### config.mk
export PLATFORM = sky130hd
export DESIGN_NAME = period_match_timer
export DESIGN_NICKNAME = d
export VERILOG_FILES = /design/src/rtl/tmr_pkg.sv /design/src/rtl/tmr_ctrl.sv /design/src/rtl/tmr_datapath.sv /design/src/rtl/period_match_timer.sv
export SDC_FILE = /design/constraint.sdc
export NUM_CORES = 1
export LEC_CHECK = 0
export BUFFER_PORTS_ARGS = -buffer_cell sky130_fd_sc_hd__clkbuf_2
export CAP_MARGIN = 10
export CORE_ASPECT_RATIO = 0.6
export CORE_UTILIZATION = 52
export CTS_CLUSTER_SIZE = 14
export DETAILED_ROUTE_END_ITERATION = 8
export PLACE_DENSITY = 0.75
export SYNTH_ARGS = -nofsm -noshare
export SYNTH_HDL_FRONTEND = slang
export SYNTH_HIERARCHICAL = 1
export SYNTH_SLANG_ARGS = --single-unit
### constraint.sdc
create_clock -name clk -period 2.2 [get_ports clk]
set_clock_uncertainty 0.15 [all_clocks]
set_input_delay 0.22 -clock clk [delete_from_list [all_inputs] [get_ports clk]]
set_output_delay 0.22 -clock clk [all_outputs]
set_load 0.02 [all_outputs]
### src/rtl/tmr_pkg.sv
package tmr_pkg;
  localparam int ADDR_W = 2;
  localparam logic [ADDR_W-1:0] ADDR_COUNT  = 2'd0;
  localparam logic [ADDR_W-1:0] ADDR_PERIOD = 2'd1;
  localparam logic [ADDR_W-1:0] ADDR_CTRL   = 2'd2;

  localparam int PRE_W = 4;                       // covers the largest divide (16)
  localparam logic [PRE_W-1:0] PRE_TERM_ONE  = 4'd0;
  localparam logic [PRE_W-1:0] PRE_TERM_FOUR = 4'd3;
  localparam logic [PRE_W-1:0] PRE_TERM_MAX  = 4'd15;

  localparam int EN_BIT = 2;

  // Strobes from the control side into the datapath
  typedef struct packed {
    logic loadCount;     // count write this cycle
    logic clearScalers;  // count or control write this cycle
    logic advance;       // qualified tick: enabled and no blocking write
  } tmrStrobe_t;
endpackage

### src/rtl/tmr_ctrl.sv
module tmr_ctrl
  import tmr_pkg::*;
#(
  parameter int DATA_W = 8,
  parameter int POST_W = 4
) (
  input  logic                clk,
  input  logic                rstN,
  input  logic                tick,
  input  logic                wrEn,
  input  logic [ADDR_W-1:0]   addr,
  input  logic [DATA_W-1:0]   wrData,
  input  logic [DATA_W-1:0]   countVal,
  output tmrStrobe_t          strobe,
  output logic [DATA_W-1:0]   periodVal,
  output logic [1:0]          preSel,
  output logic [POST_W-1:0]   postSel,
  output logic [DATA_W-1:0]   rdData
);
  localparam int CTRL_W   = POST_W + 3;
  localparam int POST_LSB = 3;

  logic [CTRL_W-1:0] ctrlQ;
  logic [DATA_W-1:0] periodQ;
  logic wrCount, wrPeriod, wrCtrl;

  assign wrCount  = wrEn && (addr == ADDR_COUNT);
  assign wrPeriod = wrEn && (addr == ADDR_PERIOD);
  assign wrCtrl   = wrEn && (addr == ADDR_CTRL);

  always_ff @(posedge clk or negedge rstN) begin
    if (!rstN) begin
      periodQ <= '1;
      ctrlQ   <= '0;
    end else begin
      if (wrPeriod) periodQ <= wrData;
      if (wrCtrl)   ctrlQ   <= wrData[CTRL_W-1:0];
    end
  end

  always_comb begin
    strobe.loadCount    = wrCount;
    strobe.clearScalers = wrCount | wrCtrl;
    strobe.advance      = tick & ctrlQ[EN_BIT] & ~(wrCount | wrCtrl);
  end

  assign periodVal = periodQ;
  assign preSel    = ctrlQ[1:0];
  assign postSel   = ctrlQ[CTRL_W-1:POST_LSB];

  always_comb begin
    unique case (addr)
      ADDR_COUNT:  rdData = countVal;
      ADDR_PERIOD: rdData = periodQ;
      ADDR_CTRL:   rdData = {{(DATA_W-CTRL_W){1'b0}}, ctrlQ};
      default:     rdData = '0;
    endcase
  end
endmodule

### src/rtl/tmr_datapath.sv
module tmr_datapath
  import tmr_pkg::*;
#(
  parameter int DATA_W = 8,
  parameter int POST_W = 4
) (
  input  logic               clk,
  input  logic               rstN,
  input  tmrStrobe_t         strobe,
  input  logic [DATA_W-1:0]  wrData,
  input  logic [DATA_W-1:0]  periodVal,
  input  logic [1:0]         preSel,
  input  logic [POST_W-1:0]  postSel,
  input  logic               intClr,
  output logic [DATA_W-1:0]  countVal,
  output logic               matchPulse,
  output logic               intFlag
);
  logic [PRE_W-1:0]  preCnt, preTerm;
  logic [POST_W-1:0] postCnt;
  logic [DATA_W-1:0] countQ;
  logic preHit, isMatch, postHit, matchQ, intQ;

  always_comb begin
    unique case (preSel)
      2'b00:   preTerm = PRE_TERM_ONE;
      2'b01:   preTerm = PRE_TERM_FOUR;
      default: preTerm = PRE_TERM_MAX;
    endcase
  end

  assign preHit  = strobe.advance && (preCnt == preTerm);
  assign isMatch = preHit && (countQ == periodVal);
  assign postHit = isMatch && (postCnt == postSel);

  always_ff @(posedge clk or negedge rstN) begin
    if (!rstN) begin
      preCnt  <= '0;
      postCnt <= '0;
      countQ  <= '0;
      matchQ  <= 1'b0;
      intQ    <= 1'b0;
    end else begin
      matchQ <= isMatch;
      intQ   <= postHit | (intQ & ~intClr);
      if (strobe.loadCount)  countQ <= wrData;
      else if (preHit)       countQ <= isMatch ? '0 : countQ + 1'b1;
      if (strobe.clearScalers) begin
        preCnt  <= '0;
        postCnt <= '0;
      end else begin
        if (strobe.advance) preCnt  <= preHit ? '0 : preCnt + 1'b1;
        if (isMatch)        postCnt <= postHit ? '0 : postCnt + 1'b1;
      end
    end
  end

  assign countVal   = countQ;
  assign matchPulse = matchQ;
  assign intFlag    = intQ;
endmodule

### src/rtl/period_match_timer.sv
module period_match_timer
  import tmr_pkg::*;
#(
  parameter int DATA_W = 8,
  parameter int POST_W = 4
) (
  input  logic              clk,
  input  logic              rstN,
  input  logic              tick,
  input  logic              wrEn,
  input  logic [1:0]        addr,
  input  logic [DATA_W-1:0] wrData,
  output logic [DATA_W-1:0] rdData,
  input  logic              intClr,
  output logic              matchPulse,
  output logic              intFlag
);
  tmrStrobe_t        strobe;
  logic [DATA_W-1:0] countVal, periodVal;
  logic [1:0]        preSel;
  logic [POST_W-1:0] postSel;

  tmr_ctrl #(.DATA_W(DATA_W), .POST_W(POST_W)) u_ctrl (
    .clk(clk), .rstN(rstN), .tick(tick), .wrEn(wrEn), .addr(addr),
    .wrData(wrData), .countVal(countVal), .strobe(strobe),
    .periodVal(periodVal), .preSel(preSel), .postSel(postSel), .rdData(rdData)
  );

  tmr_datapath #(.DATA_W(DATA_W), .POST_W(POST_W)) u_dp (
    .clk(clk), .rstN(rstN), .strobe(strobe), .wrData(wrData),
    .periodVal(periodVal), .preSel(preSel), .postSel(postSel), .intClr(intClr),
    .countVal(countVal), .matchPulse(matchPulse), .intFlag(intFlag)
  );
endmodule

==> results.json <==
{
  "num_antenna_cells": 0,
  "synthAdderAreaFrac": 0.01840,
  "dp_hpwl_mm": 3.435,
  "synth-simple-area-share": 0.1718,
  "postCtsSetupBuffers": 0,
  "grt_max_degree": 34,
  "cts_num_sinks": 33,
  "route.vias.total": 1599,
  "drive_above_1_share": 0.3394,
  "slew_headroom": 0.4519,
  "synth-xor-area-share": 0.05583,
  "worstHoldPathType": "input pin to flip-flop",
  "synth_cells": 190,
  "worst_r2r_path_depth": 5,
  "ys_types": 39,
  "finalSetupViolCount": 0,
  "power.internal_mw": 1.164,
  "num_rows": 17,
  "r2r-start": "u_dp/countVal[6]",
  "power_density_nw_per_um2": 779.9,
  "max_freq_mhz": 489.9,
  "seq_area_frac_synth": 0.4098,
  "dp_slack_ns": 0.1727,
  "grt-ovfl-total": 0,
  "cts_made_buffers": 5,
  "rsz0062_at_grt": "false",
  "switchingPower_uw": 616.5,
  "cp.arrival_ns": 2.10,
  "synth_area_leader_cell": "dfrtp_1",
  "ant_nets": 0,
  "finalHoldViolations": 0,
  "max-clock-path-buffers": 2,
  "yosys_warnings": 6,
  "final_common_cell": "dfrtp_1",
  "ys_ff_latch": 33,
  "maxCapViolCount": 0,
  "synthTopCellsByArea": "dfrtp_1 (31%), dfstp_2 (10%), mux2_2 (8.8%)",
  "fp.coreArea_um2": 3701,
  "worstMarginPinSlew_ns": 0.8221,
  "wl_met3_um": 303,
  "post_cts_resized": 0,
  "syn_area_per_cell_um2": 10.73,
  "hold_buffers": 2,
  "synth_top_area_frac": 0.3067,
  "swShare": 0.3462,
  "met2_length_mm": 2.128,
  "drcViolationCount": 0,
  "synthMuxAreaShare": 0.1423,
  "cp.required_ns": 2.26,
  "power.share.clock": 0.248,
  "syn_nets": 208,
  "clk_pin_slew_ns": 0.07,
  "die_w_um": 82.85,
  "total_power_mw": 1.781,
  "p_leak_nw": 1.028,
  "highest_layer": "met4",
  "portBuffers": 24,
  "crit_fanout": 5,
  "vdd_drop_max_v": 0.0005391,
  "synth-compound-area-share": 0.1448,
  "vias_per_cell": 6.034,
  "fin_ws_ns": 0.1587,
  "h-tree-depth": 2,
  "boundaryPins": 25,
  "dr.first_iter.drc_count": 148,
  "syn_area_um2": 2039,
  "pwr-share-comb": 0.282,
  "initial_utilization": 0.5510,
  "syn_to_final_growth_pct": 11.96,
  "min_period_over_period": 0.9278,
  "status": "complete, no violations",
  "tns_ns": 0,
  "path_class": "flip-flop to flip-flop",
  "cts_root_buf": "clkbuf_8",
  "fp.dieH_um": 50.51,
  "wire_per_inst_um": 17.96,
  "hold_depth": 3,
  "drv_slew": 0,
  "nets": 235,
  "final_cell_mix": "dfrtp_1 (25), clkbuf_2 (24), mux2_2 (16)",
  "grt_pass1_wl_mm": 7.893,
  "wl_met1_mm": 2.293,
  "gp_congestion": 0.8706,
  "worstSetupStartpoint": "u_dp/countVal[6]",
  "seqPwrFrac": 0.470,
  "grt_pass1_vias": 1580,
  "cts_tree": "built",
  "endpoint_kind": "flip-flop",
  "die-area_um2": 4185,
  "synth_top_family_by_area": "simple AND/OR/NAND/NOR gates",
  "drtPass1Iterations": 5,
  "clk_latency_ns": 0.28,
  "track_usage": 0.2482,
  "finalCriticalPeriod_ns": 2.041,
  "startpoint_type": "flip-flop",
  "wl_mm": 4.760,
  "antenna_found_initial": 0,
  "holdCritStartpoint": "wrData[0]"
}
-- per-stage QoR --
stage | area, um2 | instances | hold slack (ns) | utilization
final | 2283 | 265 | 0.03683 | 0.6170
after detailed placement | 2181 | 255 | 0.2121 | 0.5892
after floorplan | 2039 | 190 | -0.2256 | -
after global routing | 2283 | 265 | 0.04751 | 0.6170
after global placement | 2181 | 255 | 0.1868 | 0.5892
after CTS | 2283 | 265 | 0.03949 | 0.6170
-- worst paths after layout --
check	slack, ns	to
worst max-delay path	0.16	u_dp/postCnt[3]
worst min-delay path	0.04	u_dp/countVal[0]
worst max register to register	0.16	u_dp/postCnt[3]
worst min register to register	0.40	u_dp/intFlag
max in group asynchronous	0.97	u_dp/preCnt[1]
min in group asynchronous	0.41	u_dp/postCnt[1]
-- flip-flops by register name, summed over array words and instances (netlist names) --
| name | flops |
|---|---|
| u_dp/intFlag | 1 |
| u_dp/preCnt | 4 |
| u_ctrl/ctrlQ | 7 |
| u_dp/countVal | 8 |
| u_dp/matchPulse | 1 |
| u_ctrl/periodVal | 8 |
| u_dp/postCnt | 4 |
-- layer usage --
metal | GRT usage | vias up
met5 | 0 | -
met4 | 0.09483 | 0
met3 | 0.05921 | 4
met2 | 0.3811 | 61
met1 | 0.3428 | 787
li1 | - | 747
-- critical path, stage by stage (launching register included) --
cell and delay [ns]:
dfrtp_1 0.45, xor2_1 0.22, nor4_4 0.30, and4bb_1 0.26, or4b_1 0.44, a21oi_1 0.15
-- cells by family (layout without fill, tap and decap cells) --
group / Yosys count / in the layout
buffers and inverters: 18 / 46
AO/OA/AOI/OAI: 43 / 43
XOR/XNOR: 13 / 13
multiplexers: 27 / 27
flip-flops: 33 / 33
adder cells (fa/ha/maj): 3 / 3
AND/OR/NAND/NOR: 53 / 53
-- synthesized netlist by cell type (all sizes together) --
master / instances
inv: 3
nand2: 11
nor3b: 2
o21bai: 1
or2: 2
and3: 2
mux2: 16
buf: 10
o2bb2ai: 7
nor2b: 3
a21oi: 7
dfstp: 8
nor4b: 3
mux2i: 11
a21bo: 1
o31ai: 1
nand3: 3
and2b: 1
dfrtp: 25
a211oi: 1
nand3b: 2
xor2: 13
a32oi: 2
nor2: 9
o21a: 1
nor4: 4
clkbuf: 5
ha: 3
or4b: 1
and4bb: 1
a31o: 1
o21ai: 13
nand2b: 4
a22oi: 7
a211o: 1
nor3: 5
-- power groups by stage --
stage / logic, mW / registers, mW / clock network (mW)
floorplan: 0.386 / 0.808 / 0
global placement: 0.469 / 0.835 / 0
global route: 0.542 / 0.853 / 0.486
finish: 0.502 / 0.837 / 0.442
CTS: 0.500 / 0.833 / 0.452
detailed placement: 0.494 / 0.843 / 0
-- final cells by class --
class	count	area, um2
fill	320	1418
multi-input combinational	139	1087
sequential	33	835.8
timing repair buffer	35	207.7
clock buffer	6	72.57
tap	47	58.81
inverter	3	11.26
clock inverter	2	10.01
(Power assumes the default switching activity.)
